==> config.mk <==
export PLATFORM = sky130hd
export DESIGN_NAME = usbphy_wake_ctl
export DESIGN_NICKNAME = d
export VERILOG_FILES = /design/src/rtl/usbphy_wake_ctl.sv
export SDC_FILE = /design/constraint.sdc
export NUM_CORES = 1
export LEC_CHECK = 0
export CORE_AREA = 5 5 42 44
export DETAILED_ROUTE_END_ITERATION = 10
export DIE_AREA = 0 0 47 49
export DONT_BUFFER_PORTS = 1
export PLACE_DENSITY_LB_ADDON = 0.3
export SYNTH_ARGS = -nofsm -noshare
export SYNTH_HDL_FRONTEND = slang
export SYNTH_SLANG_ARGS = --single-unit
==> constraint.sdc <==
create_clock -name clk -period 2.7 [get_ports clk]
set_clock_uncertainty 0.2 [all_clocks]
set_input_delay 0.27 -clock clk [delete_from_list [all_inputs] [get_ports clk]]
set_output_delay 0.27 -clock clk [all_outputs]
set_load 0.02 [all_outputs]
==> src/rtl/usbphy_wake_ctl.sv <==
module usbphy_wake_ctl #(
  parameter int DATA_W = 8,
  parameter int SYNC_W = 2
) (
  input  logic              clk,
  input  logic              rst_n,
  input  logic              reg_we,
  input  logic [31:0]       reg_wdata,
  output logic [31:0]       reg_rdata,
  input  logic              low_power,
  input  logic              wake_evt,
  input  logic              phy_wake,
  output logic              irq,
  input  logic              ctl_stp,
  input  logic [DATA_W-1:0] ctl_dout,
  input  logic              ctl_oe,
  input  logic              phy_dir,
  input  logic              phy_nxt,
  output logic              phy_stp,
  output logic [DATA_W-1:0] phy_dout,
  output logic              phy_oe,
  output logic              ctl_dir,
  output logic              ctl_nxt
);
  localparam int B_PWEN = 0;
  localparam int B_IREN = 1;
  localparam int B_IFEN = 2;
  localparam int B_STAT = 16;

  logic            pw_en, ir_en, if_en, status;
  logic [SYNC_W:0] ev_sh, pw_sh;
  logic            ev_rise, pw_rise, set_stat;

  always_ff @(posedge clk or negedge rst_n) begin
    if (!rst_n) begin
      ev_sh <= '0;
      pw_sh <= '0;
    end else begin
      ev_sh <= {ev_sh[SYNC_W-1:0], wake_evt};
      pw_sh <= {pw_sh[SYNC_W-1:0], phy_wake};
    end
  end

  assign ev_rise  = ev_sh[SYNC_W-1] & ~ev_sh[SYNC_W];
  assign pw_rise  = pw_sh[SYNC_W-1] & ~pw_sh[SYNC_W];
  assign set_stat = ev_rise | (pw_rise & pw_en);

  always_ff @(posedge clk or negedge rst_n) begin
    if (!rst_n) begin
      pw_en  <= 1'b0;
      ir_en  <= 1'b0;
      if_en  <= 1'b0;
      status <= 1'b0;
      irq    <= 1'b0;
    end else begin
      if (reg_we) begin
        pw_en <= reg_wdata[B_PWEN];
        ir_en <= reg_wdata[B_IREN];
        if_en <= reg_wdata[B_IFEN];
      end
      status <= low_power & (status | set_stat);
      irq    <= status & ir_en;
    end
  end

  always_comb begin
    reg_rdata         = '0;
    reg_rdata[B_PWEN] = pw_en;
    reg_rdata[B_IREN] = ir_en;
    reg_rdata[B_IFEN] = if_en;
    reg_rdata[B_STAT] = status;
  end

  assign phy_stp  = if_en ? ctl_stp  : 1'b1;
  assign phy_dout = if_en ? ctl_dout : '0;
  assign phy_oe   = if_en & ctl_oe;
  assign ctl_dir  = if_en ? phy_dir  : 1'b1;
  assign ctl_nxt  = if_en & phy_nxt;
endmodule


==> results of run 1 <==
## metrics by stage
| stage | hold WS [ns] | std cells |
|---|---|---|
| 2_1_floorplan | -0.226 | 91 |
| 4_1_cts | 0.152 | 88 |
| 3_5_place_dp | -0.225 | 74 |
| 3_3_place_gp | -0.225 | 74 |
| 5_1_grt | 0.180 | 88 |
| 6_report | 0.157 | 88 |
## worst register-to-register path: stages, from the launching register on
cell and delay, ns:
dfrtp_1 0.55, mux2_2 0.33, dlygate4sd3_1 0.55
## per-layer routing
metal | up-vias | part of all wire (%) | track usage (%) | wire length [um]
li1 | 152 | - | - | -
met3 | 0 | 15 | 5.90 | 164
met2 | 29 | 52 | 14.5 | 573
met1 | 154 | 33 | 10.8 | 356
met4 | 0 | 0 | 2.76 | 0
met5 | - | 0 | 0 | 0
## registers in the layout (all words and copies together) (netlist names)
| register | count |
|---|---|
| if_en | 1 |
| pw_sh | 3 |
| ev_sh | 3 |
| pw_en | 1 |
| ir_en | 1 |
| irq | 1 |
| status | 1 |
## area by class of cell
| type | instances | area (um2) |
|---|---|---|
| Fill cell | 142 | 736 |
| Timing Repair Buffer | 10 | 100 |
| Clock buffer | 4 | 26.3 |
| Sequential cell | 11 | 275 |
| Multi-Input combinational cell | 47 | 244 |
| Tap cell | 16 | 20.0 |
## power by group through the flow
stage | logic (mW) | clock network, mW | registers, mW
6_report | 0.0891 | 0.106 | 0.194
5_1_grt | 0.0957 | 0.121 | 0.197
4_1_cts | 0.0880 | 0.112 | 0.195
3_5_place_dp | 0.0707 | 0 | 0.198
3_3_place_gp | 0.0706 | 0 | 0.197
2_1_floorplan | 0.118 | 0 | 0.185
## cell usage after synthesis
master,n
nand2b_1,2
and2_1,11
o31a_1,1
conb_1,1
mux2_2,1
nor2b_1,1
and3b_1,1
buf_2,1
buf_4,32
mux2_1,2
dfrtp_1,11
## worst max path at each step
stage	depth (start not counted)	start	slack (ns)	endpoint
3_3_place_gp	1	if_en	1.32	phy_dout[0]
5_1_grt	2	if_en	0.87	if_en
3_5_place_dp	1	if_en	1.29	phy_dout[2]
2_1_floorplan	2	if_en	1.47	phy_dout[4]
4_1_cts	2	if_en	0.96	if_en
6_report	2	if_en	0.96	if_en
## timing repair
item / CTS / global route
hold buffers: 10 / 0
endpoints found under the hold margin: 17 / 0
setup endpoints to repair: 0 / 0
## cells by family (layout without fill, tap and decap cells)
family / after synthesis / after routing
and+or+nand+nor: 15 / 15
buffers and inverters: 33 / 14
other: 1 / 28
DFF: 11 / 11
AOI/OAI and AO/OA: 1 / 1
muxes: 3 / 3
==> qor.yml, run 1 <==
setup_path:
  r2r_slack_ns: 0.96
  rr_endpoint: "if_en"
  crit_family: "flip-flops"
  end_kind: "flip-flop"
  crit_arrival_ns: 1.69
  worstReg2RegStart: "if_en"
  crit_chain: "mux2_2 > dlygate4sd3_1"
  critical_path_required_ns: 2.65
  crit_buf_inv: 1
  crit_path_start_kind: "flip-flop"
  path_class: "flip-flop to flip-flop"
  cpPeakStageDelay_ns: 0.55
  slowest_stage: "dfrtp_1"
  ff2ff_path_depth: 2
  path_max_fanout: 14
die:
  start_util_pct: 47.3
  die_y_um: 49
  die-area_um2: 2300
  io_pins: 95
  die_w_um: 47
  num_rows: 14
  core_area_um2: 1400
place:
  dpl.hpwl_um: 909
  dpl_cell_area_um2: 539
  io_buffers: 0
  post-place-ws_ns: 1.29
  gp_routability_congestion: 0.647
sta:
  finalHoldViolations: 0
  rsz0062_at_grt: "no"
  post-route-period-util_pct: 64.5
  period_needed_ns: 1.74
  setup-tns-final_ns: 0
  finalWorstSetupSlack_ns: 0.958
  fmax_mhz: 574
  slew_violations: 0
  setup_viol: 0
pwr:
  clockPowerShare_pct: 27.2
  power_switching_uw: 132
  p_leak_nw: 0.336
  comb_power_share_pct: 22.9
  p_int_uw: 257
  switching_share_pct: 34.0
  p_per_area_nw_per_um2: 585
  finalPower_uw: 389
  seqPwrFrac_pct: 49.9
  irDropWorstVdd_mv: 0.297
worst_hold_path:
  min_path_type: "flip-flop to flip-flop"
  holdPathEnd: "pw_sh[1]"
  hold_depth: 0
  worstHoldStart: "pw_sh[0]"
cts:
  cts-resized-gates: 0
  cts.clk_slew.worst_paths_ns: 0.06
  cts-root-buf: "clkbuf_4"
  cts_tree: "built"
  htree_levels: 1
  clock_sinks: 11
  insertion_delay_ns: 0.26
  post_cts_buffers: 0
  numCtsBuffers: 3
  clk_path_buf_depth: 2
yosys:
  synthAdderAreaFrac_pct: 0
  synth_top_area_share_pct: 41.5
  yosys.area.top_type: "dfrtp_1"
  synth_xor_area_share_pct: 0
  synth_top_family_by_area: "buffers and inverters"
  synth.area.mux_share_pct: 5.09
  ys_warn_count: 0
  syn_area_per_cell_um2: 10.4
  synth_cell_types: 11
  ys_seq_elements: 11
  netlist_instances: 64
  netlist_top_cells_area: "dfrtp_1, buf_4, and2_1"
  syn-cell-area_um2: 663
  ys_seq_area_share_pct: 41.5
  synth-compound-area-share_pct: 1.32
  synthSimpleGateAreaFrac_pct: 14.5
flow_run:
  maxCapViolations: 0
cells_and_area:
  drive_gt1_share_pct: 5.56
  fin_area_um2: 666
  area_growth_pct: 0.377
  n_antenna_cell: 0
  final_util_pct: 47.5
  layout_common_cells: "conb_1, and2_1, dfrtp_1"
  final_common_cell: "conb_1"
  nets: 123
global_routing:
  antenna_found_initial: 0
  grt_max_degree: 15
  overflow: 0
  grt_pass1_vias: 328
  grt_use_total_pct: 9.49
  grt_pass1_wl_mm: 1.57
outcome:
  status: "complete, no violations"
route:
  ant_nets: 0
  drcViolationCount: 0
  drt-total-wl_mm: 1.09
  viasPerCell: 3.81
  drt_iter0_drc: 1
  vias: 335
  first_pass_iters: 2
  wl_per_cell_um: 12.4
(Power assumes the default switching activity.)
==> inputs of run 2 (changes only) <==
Clock period 2.7 ns to 1.55 ns, I/O delays scaled along.
==> run 2 against run 1 <==
  * Clock-buffer cell count is the same
  * Die area stayed put
  * Non-clock buffer count decreased by 2
  * Flip-flop and latch count unchanged
  * First-iteration DRC count grew to 3.0 times the previous value
  * Final area decreased by 2.8%
==> qor.yml, run 2 (synthesis gave the netlist of run 1 again) <==
route:
  first_pass_iters: 2
  vias: 329
  wl_per_cell_um: 12.3
  drcViolationCount: 0
  drt-total-wl_mm: 1.06
  ant_nets: 0
  drt_iter0_drc: 3
  viasPerCell: 3.83
setup_path:
  end_kind: "primary output"
  slowest_stage: "dfrtp_2"
  crit_family: "flip-flops"
  rr_endpoint: "status"
  critical_path_required_ns: 1.19
  path_class: "flip-flop to primary output"
  worstReg2RegStart: "pw_en"
  crit_chain: "and2_1"
  ff2ff_path_depth: 2
  crit_arrival_ns: 1.07
  path_max_fanout: 14
  crit_path_start: "if_en"
  r2r_slack_ns: 0.28
  cpPeakStageDelay_ns: 0.51
  crit_path_start_kind: "flip-flop"
  crit_buf_inv: 0
place:
  io_buffers: 0
  dpl.hpwl_um: 909
  gp_routability_congestion: 0.647
global_routing:
  grt_use_total_pct: 9.27
  antenna_found_initial: 0
  grt_pass1_vias: 312
  grt_pass1_wl_mm: 1.55
  grt_max_degree: 15
  overflow: 0
cts:
  htree_levels: 1
  cts_tree: "built"
  cts-root-buf: "clkbuf_4"
  clock_sinks: 11
  numCtsBuffers: 3
  insertion_delay_ns: 0.26
  clk_path_buf_depth: 2
  cts.clk_slew.worst_paths_ns: 0.06
pwr:
  finalPower_uw: 670
  irDropWorstVdd_mv: 0.582
  p_leak_nw: 0.327
  p_per_area_nw_per_um2: 1040
flow_run:
  maxCapViolations: 0
die:
  die-area_um2: 2300
  start_util_pct: 47.3
  core_area_um2: 1400
  die_w_um: 47
  die_y_um: 49
  num_rows: 14
  io_pins: 95
cells_and_area:
  drive_gt1_share_pct: 7.14
  final_common_cell: "conb_1"
  n_antenna_cell: 0
  largestRegisters: "ev_sh (3), pw_sh (3)"
  n_fill_cell: 138
  area_growth_pct: -2.45
  layout_common_cells: "conb_1, and2_1, dfrtp_1"
  nets: 121
outcome:
  status: "complete, no violations"
sta:
  fmax_mhz: 700
  rsz0062_at_grt: "no"
  post-route-period-util_pct: 92.2
  finalHoldViolations: 0
  slew_violations: 0
  period_needed_ns: 1.43
  setup-tns-final_ns: 0
  setup_viol: 0
worst_hold_path:
  min_path_type: "input pin to async pin"
## run 2: layout make-up
class / count / area (um2) / share of cell area, %
clock buffers: 4 / 26.3 / 4.06
multi-input cells: 47 / 244 / 37.7
flip-flops and latches: 11 / 277 / 42.7
well taps: 16 / 20.0 / 3.09
repair buffers: 8 / 80.1 / 12.4
## run 2: repair_timing
action	in CTS	in global routing
hold buffers	8	0
buffers inserted	0	0
resized for setup	1	0
endpoints found under the setup margin	10	0
hold endpoints to repair	17	0
## run 2: per-layer routing
metal | part of all wire (%) | up-vias | GRT usage [%]
met5 | 0 | - | 0
met4 | 0 | 0 | 2.76
met3 | 16 | 0 | 6.64
met2 | 52 | 29 | 13.3
met1 | 32 | 152 | 10.8
li1 | - | 148 | -
## run 2: power by group
part	internal, mW	switching [mW]
Clock	0.0994	0.0849
Combinational	0.0342	0.113
Sequential	0.307	0.0322
Total	0.441	0.230
## run 2: worst max-delay path by stage
| stage | endpoint | slack [ns] | depth (start not counted) |
|---|---|---|---|
| 6_report | phy_dout[2] | 0.12 | 1 |
| 5_1_grt | phy_dout[0] | 0.03 | 1 |
| 4_1_cts | phy_dout[2] | 0.10 | 1 |
| 3_5_place_dp | phy_dout[2] | 0.26 | 1 |
| 3_3_place_gp | phy_dout[0] | 0.28 | 1 |
| 2_1_floorplan | phy_dout[4] | 0.44 | 2 |
## run 2: through the flow
step	hold slack, ns	cell area [um2]	setup slack (ns)	instances	utilization, %
2_1_floorplan	-0.341	764	0.439	91	-
3_3_place_gp	-0.340	539	0.282	74	38.5
6_report	0.0901	647	0.121	86	46.2
5_1_grt	0.112	647	0.0348	86	46.2
3_5_place_dp	-0.340	539	0.260	74	38.5
4_1_cts	0.101	647	0.104	86	46.2
==> inputs of run 3 (changes only) <==
Settings changed: CORE_AREA 5 5 42 44 to 2 2 39 41, DIE_AREA 0 0 47 49 to 0 0 41 43.
Clock period 1.55 ns to 1.6 ns, I/O delays scaled along.
==> run 3 against run 2 <==
  * Highest routed layer unchanged
  * Sequential power shrank 3%
  * Register-to-register slack gained 0.05 ns
  * Power shrank 2.4%
  * Worst setup slack gained 0.044 ns
  * Global-route usage grew 1.2 points
  * Worst hold slack lost 0.0085 ns
  * Largest power group unchanged
==> qor.yml, run 3 (synthesis gave the netlist of run 1 again) <==
outcome:
  status: "complete, no violations"
pwr:
  p_per_area_nw_per_um2: 1010
  p_leak_nw: 0.327
  irDropWorstVdd_mv: 0.493
cells_and_area:
  final_cells: 86
  n_fill_cell: 134
  final_common_cell: "conb_1"
  area_growth_pct: -2.45
  seq_area_um2: 277
  n_antenna_cell: 0
  nets: 121
  layout_common_cells: "conb_1, and2_1, dfrtp_1"
  multi_input_area_um2: 244
  fin_area_um2: 647
  drive_gt1_share_pct: 7.14
  largestRegisters: "ev_sh (3), pw_sh (3)"
global_routing:
  grt_pass1_vias: 274
  grt_pass1_wl_mm: 1.16
  overflow: 0
  grt_use_total_pct: 10.4
  antenna_found_initial: 0
  grt_max_degree: 15
cts:
  clk_path_buf_depth: 2
  clock_sinks: 11
  insertion_delay_ns: 0.26
  cts_tree: "built"
  post_cts_buffers: 0
  cts-root-buf: "clkbuf_4"
  cts.clk_slew.worst_paths_ns: 0.07
  htree_levels: 1
  numCtsBuffers: 3
route:
  wl_per_cell_um: 10.7
  top_layer_used: "met3"
  wl_met1_um: 350
  viasPerCell: 3.86
  first_pass_iters: 4
  drcViolationCount: 0
  vias: 332
  dr_wl_met3_um: 104
  wl_met2_um: 464
  ant_nets: 0
  drt_iter0_drc: 1
  drt-total-wl_um: 919
sta:
  rsz0062_at_grt: "no"
  post-route-period-util_pct: 89.7
  slew_violations: 0
  hold_slack_ns: 0.0816
  setup_viol: 0
  finalWorstSetupSlack_ns: 0.164
  finalHoldViolations: 0
  fmax_mhz: 696
  period_needed_ns: 1.44
  setup-tns-final_ns: 0
setup_path:
  rr_endpoint: "status"
  cpPeakStageDelay_ns: 0.51
  critical_path_required_ns: 1.24
  end_kind: "primary output"
  ff2ff_path_depth: 2
  crit_family: "flip-flops"
  worstReg2RegStart: "pw_en"
  path_class: "flip-flop to primary output"
  path_max_fanout: 14
  crit_cells: 1
  crit_path_end: "phy_dout[0]"
  crit_chain: "and2_1"
  r2r_slack_ns: 0.33
  crit_path_start: "if_en"
  crit_arrival_ns: 1.08
  crit_path_start_kind: "flip-flop"
  slowest_stage: "dfrtp_2"
  crit_buf_inv: 0
die:
  die-area_um2: 1760
  die_y_um: 43
  start_util_pct: 47.9
  io_pins: 95
  num_rows: 14
  die_w_um: 41
  core_area_um2: 1380
place:
  dp_cells: 74
  gp_routability_congestion: 0.603
  dpl_cell_area_um2: 539
  dpl.hpwl_um: 717
  io_buffers: 0
  post-place-ws_ns: 0.315
worst_hold_path:
  min_path_type: "input pin to async pin"
flow_run:
  maxCapViolations: 0
==> run 3: cell counts in the layout (fill, tap and decap cells not counted) <==
Identical to the previous run, type by type.
==> run 3: area by class of cell <==
| type | instances | area share (%) |
|---|---|---|
| Multi-Input combinational cell | 47 | 37.7 |
| Sequential cell | 11 | 42.7 |
| Tap cell | 16 | 3.09 |
| Clock buffer | 4 | 4.06 |
| Timing Repair Buffer | 8 | 12.4 |
==> run 3: power breakdown <==
group | switching [mW] | total (mW) | internal, mW
combinational | 0.109 | 0.142 | 0.0332
sequential | 0.0306 | 0.328 | 0.297
clock | 0.0885 | 0.185 | 0.0964
==> run 3: stage by stage <==
| step | util (%) | total power [mW] |
|---|---|---|
| finish | 46.7 | 0.655 |
| global route | 46.7 | 0.690 |
| CTS | 46.7 | 0.661 |
| detailed placement | 39.0 | 0.453 |
| global placement | 39.0 | 0.451 |
| floorplan | - | 0.512 |
==> run 3: repair_timing <==
action,in CTS,in global routing
endpoints found under the hold margin,17,0
hold buffers,8,0
endpoints found under the setup margin,0,10
gates resized for setup,0,1
==> run 3: worst min-delay path by stage <==
stage / start / end / slack, ns / cells after the start
final: rst_n / pw_sh[0] / 0.08 / 1
after global routing: rst_n / pw_sh[0] / 0.12 / 1
after CTS: rst_n / pw_sh[0] / 0.08 / 1
after detailed placement: rst_n / pw_sh[0] / -0.34 / 0
after global placement: rst_n / pw_sh[0] / -0.34 / 0
after floorplan: rst_n / ev_sh[0] / -0.34 / 0
==> run 3: worst register-to-register path, stage by stage, from the launching register on <==
cell and delay (ns):
dfrtp_1 0.47, and3b_1 0.22, o31a_1 0.27
==> run 3: routing by layer <==
| metal | GRT usage (%) | vias up |
|---|---|---|
| met4 | 8.00 | 0 |
| met2 | 14.7 | 27 |
| met5 | 0 | - |
| met3 | 2.62 | 0 |
| met1 | 13.0 | 156 |
| li1 | - | 149 |
